### config.mk
export PLATFORM = sky130hd
export DESIGN_NAME = netRegFront
export DESIGN_NICKNAME = d
export VERILOG_FILES = /design/src/rtl/netRegPkg.sv /design/src/rtl/netRegCtrl.sv /design/src/rtl/netRegData.sv /design/src/rtl/netRegFront.sv
export SDC_FILE = /design/constraint.sdc
export NUM_CORES = 1
export LEC_CHECK = 0
export ABC_CLOCK_PERIOD_IN_PS = 2400
export BUFFER_PORTS_ARGS = -buffer_cell sky130_fd_sc_hd__buf_2
export CORE_AREA = 5 5 101 140
export DETAILED_ROUTE_END_ITERATION = 6
export DIE_AREA = 0 0 106 145
export MAX_ROUTING_LAYER = met4
export PLACE_DENSITY = 0.88
export SLEW_MARGIN = 20
export SYNTH_ARGS = -nofsm -noshare
export SYNTH_HDL_FRONTEND = slang
export SYNTH_SLANG_ARGS = --single-unit
### constraint.sdc
create_clock -name clk -period 2.4 [get_ports clk]
set_input_delay 0.12 -clock clk [delete_from_list [all_inputs] [get_ports clk]]
set_output_delay 0.12 -clock clk [all_outputs]
set_load 0.005 [all_outputs]
### src/rtl/netRegPkg.sv
package netRegPkg;
  localparam int IDX_W  = 6;
  localparam int DATA_W = 16;
  localparam int NUM_CNT = 3;
  localparam int STROBE_W = 10;

  localparam logic [IDX_W-1:0] IDX_CMD   = 6'h00;
  localparam logic [IDX_W-1:0] IDX_DCFG  = 6'h01;
  localparam logic [IDX_W-1:0] IDX_RXC   = 6'h02;
  localparam logic [IDX_W-1:0] IDX_TXC   = 6'h03;
  localparam logic [IDX_W-1:0] IDX_MASK  = 6'h04;
  localparam logic [IDX_W-1:0] IDX_STAT  = 6'h05;
  localparam logic [IDX_W-1:0] IDX_EOB   = 6'h13;
  localparam logic [IDX_W-1:0] IDX_REV   = 6'h28;
  localparam logic [IDX_W-1:0] IDX_CNT0  = 6'h2C;
  localparam logic [IDX_W-1:0] IDX_DCFG2 = 6'h3F;

  // command bit positions
  localparam int B_HALT  = 0;
  localparam int B_TX    = 1;
  localparam int B_RXDIS = 2;
  localparam int B_RXEN  = 3;
  localparam int B_TSTOP = 4;
  localparam int B_TSTRT = 5;
  localparam int B_RST   = 7;
  localparam int B_RES   = 8;
  localparam int B_LOAD  = 9;

  localparam logic [DATA_W-1:0] CMD_SETTABLE = 16'h03BF;
  localparam logic [DATA_W-1:0] CMD_RST_VAL  = 16'h0094;
  localparam logic [DATA_W-1:0] EOB_RST_VAL  = 16'h02F8;
  localparam logic [DATA_W-1:0] REV_VAL      = 16'h0004;
  localparam logic [DATA_W-1:0] DCFG_KEEP    = 16'hBFFF;
  localparam logic [DATA_W-1:0] DCFG2_KEEP   = 16'hF017;
  localparam logic [DATA_W-1:0] TXC_KEEP     = 16'hF000;
  localparam logic [DATA_W-1:0] RXC_KEEP     = 16'hFFE0;
  localparam logic [DATA_W-1:0] MASK_KEEP    = 16'h7FFF;
  localparam logic [DATA_W-1:0] CNT_INVERT   = 16'hFFFF;

  typedef struct packed {
    logic dcfg;
    logic dcfg2;
    logic rxc;
    logic txc;
    logic mask;
    logic stat;
    logic eob;
    logic [NUM_CNT-1:0] cnt;
  } regWrT;
endpackage

### src/rtl/netRegCtrl.sv
module netRegCtrl
  import netRegPkg::*;
(
  input  logic                clk,
  input  logic                rstN,
  input  logic                wrEn,
  input  logic [IDX_W-1:0]    wrIdx,
  input  logic [DATA_W-1:0]   wdata,
  input  logic [DATA_W-1:0]   cmdClear,
  output logic [DATA_W-1:0]   cmdQ,
  output regWrT               regWr,
  output logic [STROBE_W-1:0] cmdStrobe
);
  logic [DATA_W-1:0]   cmdD;
  logic [DATA_W-1:0]   setBits;
  logic [STROBE_W-1:0] strobeD;
  logic                inReset;
  logic                escape;

  assign inReset = cmdQ[B_RST];
  assign escape  = inReset && !wdata[B_RST];
  assign setBits = wdata & CMD_SETTABLE;

  // write decode; reset-mode gating of configuration registers
  always_comb begin
    regWr = '0;
    if (wrEn) begin
      unique case (wrIdx)
        IDX_DCFG:  regWr.dcfg  = inReset;
        IDX_DCFG2: regWr.dcfg2 = inReset;
        IDX_RXC:   regWr.rxc   = 1'b1;
        IDX_TXC:   regWr.txc   = 1'b1;
        IDX_MASK:  regWr.mask  = 1'b1;
        IDX_STAT:  regWr.stat  = 1'b1;
        IDX_EOB:   regWr.eob   = 1'b1;
        default: ;
      endcase
      for (int i = 0; i < NUM_CNT; i++)
        if (wrIdx == IDX_CNT0 + IDX_W'(i)) regWr.cnt[i] = 1'b1;
    end
  end

  // command register next state
  always_comb begin
    cmdD    = cmdQ & ~cmdClear;
    strobeD = '0;
    if (wrEn && wrIdx == IDX_CMD) begin
      if (escape) begin
        cmdD[B_RST] = 1'b0;
      end else begin
        cmdD    = cmdD | setBits;
        strobeD = setBits[STROBE_W-1:0];
        if (setBits[B_RXDIS]) cmdD[B_RXEN]  = 1'b0;
        if (setBits[B_RXEN])  cmdD[B_RXDIS] = 1'b0;
        if (setBits[B_TSTOP]) cmdD[B_TSTRT] = 1'b0;
        if (setBits[B_TSTRT]) cmdD[B_TSTOP] = 1'b0;
        if (setBits[B_RST]) begin
          cmdD[B_LOAD]  = 1'b0;
          cmdD[B_RES]   = 1'b0;
          cmdD[B_TX]    = 1'b0;
          cmdD[B_HALT]  = 1'b0;
          cmdD[B_RST]   = 1'b1;
          cmdD[B_RXDIS] = 1'b1;
        end
        cmdD[B_RES] = 1'b0;
      end
    end
  end

  always_ff @(posedge clk or negedge rstN) begin
    if (!rstN) begin
      cmdQ      <= CMD_RST_VAL;
      cmdStrobe <= '0;
    end else begin
      cmdQ      <= cmdD;
      cmdStrobe <= strobeD;
    end
  end
endmodule

### src/rtl/netRegData.sv
module netRegData
  import netRegPkg::*;
(
  input  logic              clk,
  input  logic              rstN,
  input  regWrT             regWr,
  input  logic [DATA_W-1:0] wdata,
  input  logic [DATA_W-1:0] evtSet,
  input  logic [DATA_W-1:0] cmdQ,
  input  logic [IDX_W-1:0]  rdIdx,
  output logic [DATA_W-1:0] rdData,
  output logic              irq
);
  logic [DATA_W-1:0] dcfgQ, dcfg2Q, rxcQ, txcQ, maskQ, statQ, eobQ;
  logic [DATA_W-1:0] cntQ [NUM_CNT];
  logic [DATA_W-1:0] statD;

  // event set wins over a write-one clear
  assign statD = (regWr.stat ? (statQ & ~wdata) : statQ) | evtSet;

  always_ff @(posedge clk or negedge rstN) begin
    if (!rstN) begin
      dcfgQ  <= '0;
      dcfg2Q <= '0;
      rxcQ   <= '0;
      txcQ   <= '0;
      maskQ  <= '0;
      statQ  <= '0;
      eobQ   <= EOB_RST_VAL;
    end else begin
      if (regWr.dcfg)  dcfgQ  <= wdata & DCFG_KEEP;
      if (regWr.dcfg2) dcfg2Q <= wdata & DCFG2_KEEP;
      if (regWr.rxc)   rxcQ   <= wdata & RXC_KEEP;
      if (regWr.txc)   txcQ   <= wdata & TXC_KEEP;
      if (regWr.mask)  maskQ  <= wdata & MASK_KEEP;
      if (regWr.eob)   eobQ   <= wdata;
      statQ <= statD;
    end
  end

  for (genvar g = 0; g < NUM_CNT; g++) begin : gCnt
    always_ff @(posedge clk or negedge rstN) begin
      if (!rstN)             cntQ[g] <= '0;
      else if (regWr.cnt[g]) cntQ[g] <= wdata ^ CNT_INVERT;
    end
  end

  always_ff @(posedge clk or negedge rstN) begin
    if (!rstN) irq <= 1'b0;
    else       irq <= |(((regWr.mask) ? (wdata & MASK_KEEP) : maskQ) & statD);
  end

  always_comb begin
    rdData = '0;
    unique case (rdIdx)
      IDX_CMD:   rdData = cmdQ;
      IDX_DCFG:  rdData = dcfgQ;
      IDX_DCFG2: rdData = dcfg2Q;
      IDX_RXC:   rdData = rxcQ;
      IDX_TXC:   rdData = txcQ;
      IDX_MASK:  rdData = maskQ;
      IDX_STAT:  rdData = statQ;
      IDX_EOB:   rdData = eobQ;
      IDX_REV:   rdData = REV_VAL;
      default: ;
    endcase
    for (int i = 0; i < NUM_CNT; i++)
      if (rdIdx == IDX_CNT0 + IDX_W'(i)) rdData = cntQ[i];
  end
endmodule

### src/rtl/netRegFront.sv
module netRegFront
  import netRegPkg::*;
#(
  parameter int SHIFT = 2
) (
  input  logic                  clk,
  input  logic                  rstN,
  input  logic [SHIFT+IDX_W-1:0] busAddr,
  input  logic                  busWr,
  input  logic [DATA_W-1:0]     busWdata,
  output logic [DATA_W-1:0]     busRdata,
  input  logic [DATA_W-1:0]     evtSet,
  input  logic [DATA_W-1:0]     cmdClear,
  output logic [STROBE_W-1:0]   cmdStrobe,
  output logic                  irq
);
  logic [IDX_W-1:0]  regIdx;
  logic [DATA_W-1:0] cmdQ;
  regWrT             regWr;

  assign regIdx = busAddr[SHIFT+IDX_W-1:SHIFT];

  netRegCtrl uCtrl (
    .clk(clk), .rstN(rstN), .wrEn(busWr), .wrIdx(regIdx), .wdata(busWdata),
    .cmdClear(cmdClear), .cmdQ(cmdQ), .regWr(regWr), .cmdStrobe(cmdStrobe)
  );

  netRegData uData (
    .clk(clk), .rstN(rstN), .regWr(regWr), .wdata(busWdata), .evtSet(evtSet),
    .cmdQ(cmdQ), .rdIdx(regIdx), .rdData(busRdata), .irq(irq)
  );
endmodule

# ---- After elaboration in Yosys (flattened, before gate mapping)
# Cells that the tools add are included.
dict set report totals {
  ff_bits 161
  latchBits 0
  mem_bits_rw 0
  mem_bits_ro 0
  inputBits 59
  output_inout_bits 27
  wordCells 65
  n_memories 0
}
dict set report classes {
  add_sub_neg 0
  mul 0
  div 0
  n_lt_le_gt_ge 0
  n_eq_ne 11
  shifts 0
  muxes 29
  bitwise_logic 7
  reduce_logical 5
}
# cell count
set op_table {}
lappend op_table {{one-hot mux 16 bit (9 select lines)} 1}
lappend op_table {{2-to-1 mux 16 bit} 6}
lappend op_table {{AND 16 bit} 3}
lappend op_table {{NOT 16 bit} 2}
lappend op_table {{== test 6 bit, second input constant} 5}
lappend op_table {{2-to-1 mux 10 bit} 3}
lappend op_table {{OR 16 x 10 -> 16 bit} 1}
lappend op_table {{OR 16 bit} 1}
lappend op_table {{OR reduction 16 bit} 1}
lappend op_table {{2-to-1 mux 1 bit} 15}
lappend op_table {{== test 6 x 2 -> 1 bit, second input constant} 2}
lappend op_table {{== test 6 x 3 -> 1 bit, second input constant} 2}
lappend op_table {{2-to-1 mux 8 bit} 1}
lappend op_table {{2-to-1 mux 7 bit} 1}
lappend op_table {{== test 6 x 1 -> 1 bit, second input constant} 1}
lappend op_table {{== test 6 x 5 -> 1 bit, second input constant} 1}
lappend op_table {{logical NOT 6 bit} 1}
lappend op_table {{2-to-1 mux 3 bit} 2}
lappend op_table {{logical AND 1 bit} 2}
lappend op_table {{logical NOT 1 bit} 1}

# ---- Logic depth before layout (Yosys ltp)
dict set report logic_depth {
  word_depth 7
  depth_mapped 10
  depth_no_buf 7
}

# ---- Cells and area by module
# From an unflattened synthesis, not the netlist that was laid out.
dict set report hier_totals {
  hier_cells 693
  hier_area_um2 7458.4
}
# mod n_inst cells_each area_per_inst_um2
set by_module_without_submodules {}
lappend by_module_without_submodules {netRegData 1 596 6371.1}
lappend by_module_without_submodules {netRegCtrl 1 97 1087.3}

# ---- Least setup slack after synthesis
# No wires, ideal clock.
dict set report synth_timing {
  path_kind {input to register}
  startpoint {input port busAddr[7]}
  endpoint {register uData.irq}
  setup_ns 0.146
  arrival_ns 1.896
  required_ns 2.254
  path_slack_ns 0.357
  stages 8
  n_path_buf 3
  cell_sequence {buf_2 or4b_1 buf_6 nor3_4 buf_6 a221oi_2 a2111oi_1 nand4_1}
}
dict set report synth_between {
  elab_chain_len 7
  elab_cells_between_ends 10
  cone_classes {eq/ne (2); mux (5); bitwise (2); reduce/logical (1)}
}
# element line
set synth_rtl {}
lappend synth_rtl {{start, declared} netRegFront.sv:8} ;# input logic [SHIFT+IDX_W-1:0] busAddr,
lappend synth_rtl {{== test 6 x 3 -> 1 bit} netRegCtrl.sv:28} ;# unique case (wrIdx)
lappend synth_rtl {{2-to-1 mux 1 bit} netRegCtrl.sv:28}
lappend synth_rtl {{2-to-1 mux 10 bit *} netRegCtrl.sv:27} ;# if (wrEn) begin
lappend synth_rtl {{2-to-1 mux 16 bit} netRegData.sv:19} ;# assign statD = (regWr.stat ? (statQ & ~wdata) : statQ) | evtSet;
lappend synth_rtl {{OR 16 bit} netRegData.sv:19}
lappend synth_rtl {{AND 16 bit *} netRegData.sv:50} ;# else irq <= |(((regWr.mask) ? (wdata & MASK_KEEP) : maskQ) & statD);
lappend synth_rtl {{OR reduction 16 bit *} netRegData.sv:50}
lappend synth_rtl {{end signal, assigned} netRegData.sv:50}
lappend synth_rtl {{end, declared} netRegData.sv:12} ;# output logic irq
# Mark *: on every way between the ends. The rest lies on a longest branch, timed or not.
# A chain may end at the register's enable or synchronous reset.

# ---- Final worst setup path
dict set report layout_timing {
  startpoint {input port busAddr[5]}
  endpoint {output port busRdata[2]}
}
dict set report layout_between {
  elab_chain_len 5
  elab_cells_between_ends 16
  cone_classes {eq/ne (11); mux (4); reduce/logical (1)}
}
# element line
set layout_rtl {}
lappend layout_rtl {{== test 6 bit, or another cell as far along} netRegData.sv:55} ;# unique case (rdIdx)
lappend layout_rtl {{one-hot mux 16 bit (9 select lines)} netRegData.sv:55}
lappend layout_rtl {{2-to-1 mux 16 bit (2 in a row)} netRegData.sv:68} ;# if (rdIdx == IDX_CNT0 + IDX_W'(i)) rdData = cntQ[i];
lappend layout_rtl {{2-to-1 mux 16 bit *} netRegData.sv:68}
lappend layout_rtl {{end, declared} netRegFront.sv:11} ;# output logic [DATA_W-1:0] busRdata,
# Marks and branches as above.

==> impl_metrics.env <==
export IMPL_grt_pass1_vias=6998
export IMPL_ys_seq_elements=160
export IMPL_numPortBuffers=82
export IMPL_netlist_area_leader_share_pct=52.6
export IMPL_fin_ws_ps=47.3
export IMPL_synth_area_um2=7180
export IMPL_synth_edff_count=0
export IMPL_htreeDepth=4
export IMPL_ios=86
export IMPL_die_w_um=106
export IMPL_status="finished, violations left"
export IMPL_period_share_pct=98.0
export IMPL_root_buffer="clkbuf_16"
export IMPL_ant_nets=0
export IMPL_num_antenna_cells=0
export IMPL_nNetsFinal=838
export IMPL_max_freq_mhz=425
export IMPL_violations="DRC"
export IMPL_place_inst=891
export IMPL_die_area_um2=15400
export IMPL_powerDensity_nw_per_um2=749
export IMPL_stdcell_count=945
export IMPL_tightest_slew_ps=604
export IMPL_p_comb_share_pct=9.2
export IMPL_start_kind="input pin"
export IMPL_globalplace_congestion=0.933
export IMPL_drive_gt1_share_pct=30.3
export IMPL_cpPeakStageDelay_ps=570
export IMPL_drc=4
export IMPL_finalSetupViolCount=0
export IMPL_drt_total_wl_um=23400
export IMPL_row_count=49
export IMPL_core_um2=12800
export IMPL_vias_per_cell=6.93
export IMPL_p_int_uw=4980
export IMPL_grt_ovfl_total=0
export IMPL_yosys_area_top_type="dfrtp_1"
export IMPL_cts_buffer_depth=2
export IMPL_p_leak_uw=0.00424
export IMPL_dieHeight_um=145
export IMPL_detail_route_wl_per_cell_um=24.8
export IMPL_finalClockSkew_ps=13.1
export IMPL_crit_start="busAddr[5]"
export IMPL_rr_startpoint="uCtrl.cmdQ[7]"
export IMPL_hold_class="in -> reg"
export IMPL_syn_avg_cell_area_um2=10.9
export IMPL_clkTransAtPathRegs_ps=60
export IMPL_placed_cell_area_um2=7970
export IMPL_syn_inst=661
export IMPL_hold_slack_ps=7.02
export IMPL_reg2reg_slack_ps=740
export IMPL_grt_use_total_pct=31.4
export IMPL_ys_types=53
export IMPL_clkPwrFrac_pct=44.5
export IMPL_crit_fanout=16
export IMPL_endpoint_kind="output port"
export IMPL_via_count=6553
export IMPL_hp_start="cmdClear[1]"
export IMPL_start_util_pct=56.3
export IMPL_worstPathArrival_ps=2230
export IMPL_cts_inserted_buffers=17
export IMPL_worstPathCellList="buf_2, or4b_4, buf_4, nor3_2, buf_2, a222oi_1, a31oi_1, a21o_1, buf_2"
export IMPL_clock_latency_ps=430
export IMPL_slowest_stage="or4b_4"
export IMPL_numClockSinks=160
export IMPL_power_share_sequential_pct=46.3
export IMPL_first_pass_iters=7
export IMPL_dp_hpwl_um=14700
export IMPL_syn_to_final_growth_pct=23.0
export IMPL_grt_pass1_wl_um=36600
export IMPL_cts_tree="done"
export IMPL_hold_viol=0
export IMPL_crit_type="in -> out"
export IMPL_critPathMostFrequentCell="buf_2"
export IMPL_swShare_pct=24.7
export IMPL_ys_async_sr_fraction_pct=100
export IMPL_pre_cts_slack_ps=63.0
export IMPL_grt_max_degree=54
export IMPL_syn_nets=720
export IMPL_synthFlopType="dfrtp_1"
export IMPL_irDropWorstVdd_uv=546
export IMPL_ys_seq_area_share_pct=55.9
export IMPL_required_ps=2280
export IMPL_slew_headroom_pct=59.3
export IMPL_drt_first_iter_violations=913
export IMPL_power_switching_uw=1630
export IMPL_finalMaxSlewViolations=0
export IMPL_antenna_found_initial=0
export IMPL_period_needed_ps=2350
export IMPL_final_area_um2=8830
export IMPL_ys_top_cells_by_area="dfrtp_1 (53%), mux2_2 (8.5%), o21ai_0 (4.7%)"
export IMPL_yosysWarningCount=0
export IMPL_cap_violations=0
==> cell usage in the layout, fill, tap and decap left out, types with 17 or more instances in the layout <==
| master | n |
|---|---|
| nor2_1 | 42 |
| a221oi_1 | 28 |
| clkbuf_16 | 17 |
| nand2_1 | 80 |
| a21oi_1 | 19 |
| buf_2 | 82 |
| nor2b_1 | 25 |
| mux2_2 | 54 |
| nand3_1 | 18 |
| o21ai_0 | 67 |
| buf_4 | 39 |
| dlygate4sd3_1 | 20 |
| dfrtp_1 | 151 |
==> through the flow <==
| stage | TNS (ps) | total power, µW | utilization (%) |
|---|---|---|---|
| finish | 0 | 6610 | 69.2 |
| global route | -15.2 | 6780 | 69.2 |
| CTS | 0 | 6550 | 69.0 |
| detailed placement | 0 | 3630 | 62.5 |
| global placement | 0 | 3570 | 62.5 |
| floorplan | 0 | 3350 | - |
==> final timing paths <==
kind / cells past startpoint / to
max in group asynchronous: 3 / uCtrl.cmdQ[4]
hold reg to reg: 2 / uData.cntQ[14]
setup / recovery: 9 / busRdata[2]
hold / removal: 4 / uCtrl.cmdQ[1]
setup reg to reg: 2 / uData.dcfg2Q[2]
min in group asynchronous: 2 / uCtrl.cmdQ[14]
==> registers in the layout, indices dropped and copies added, names as in the netlist, 4 cells and up <==
signal           count
uData.cntQ          48
uCtrl.cmdQ          16
uData.eobQ          16
uData.maskQ         16
uData.statQ         16
uData.dcfgQ         15
uData.rxcQ          11
uCtrl.cmdStrobe      9
uData.dcfg2Q         8
uData.txcQ           4
==> worst max-delay path: cells and delay by family <==
kind,cells,cell delay [ps]
compound gates,3,530
buf+inv,4,740
simple gates,2,830
==> repair_timing <==
action | CTS | global route
endpoints found under the hold margin | 68 | 0
hold buffers | 20 | 0
setup buffers | 0 | 1
resized for setup | 0 | 5
endpoints found under the setup margin | 0 | 4
==> synth_stat cells, types with 2 or more instances <==
| library cell | instances |
|---|---|
| o21ai_0 | 67 |
| and3_1 | 11 |
| nor2b_1 | 25 |
| a221oi_1 | 28 |
| buf_1 | 2 |
| a21o_1 | 12 |
| dfrtp_1 | 151 |
| inv_1 | 6 |
| buf_6 | 3 |
| or3b_2 | 2 |
| nor3_1 | 2 |
| clkbuf_1 | 33 |
| nand3_1 | 18 |
| buf_2 | 6 |
| dfstp_2 | 9 |
| mux4_2 | 3 |
| and2_1 | 8 |
| nand2b_1 | 3 |
| nand2_1 | 80 |
| a21oi_1 | 19 |
| a22oi_1 | 11 |
| a31oi_1 | 16 |
| nor3_4 | 2 |
| a222oi_1 | 13 |
| nor4b_2 | 2 |
| nor2_1 | 43 |
| mux2_2 | 54 |
| buf_4 | 4 |
| a2111oi_0 | 3 |
| a2111oi_1 | 2 |
==> layout make-up <==
class	count	area (µm²)
Sequential cell	160	4020
Timing Repair Buffer	148	1030
Tap cell	153	191
Clock buffer	20	457
Fill cell	812	3920
Multi-Input combinational cell	445	2920
Inverter	7	26.3
Clock inverter	12	181
==> power by group through the flow <==
stage               logic, µW  registers [µW]  clock network [µW]
floorplan                 299            3050                   0
global placement          505            3060                   0
detailed placement        542            3090                   0
CTS                       590            3050                2920
global route              660            3070                3050
finish                    609            3060                2940
==> kinds of logic (layout without fill, tap and decap cells) <==
logic type | count (synthesis) | count (layout) | synth area share [%]
compound gates | 177 | 177 | 16.4
flops | 160 | 160 | 55.9
mux | 57 | 57 | 9.41
simple gates | 209 | 209 | 14.5
buf+inv | 56 | 187 | 3.57
other cells | 1 | 1 | 0.0523
xor+xnor | 1 | 1 | 0.122
==> layer usage <==
layer  wire, µm  GRT usage (%)  up-vias
met3       2440           6.40      193
met4       1880           21.7        0
li1           -              -     2632
met5          0              -        -
met2      11300           50.1      594
met1       7800           35.2     3134
(Power assumes the default switching activity.)
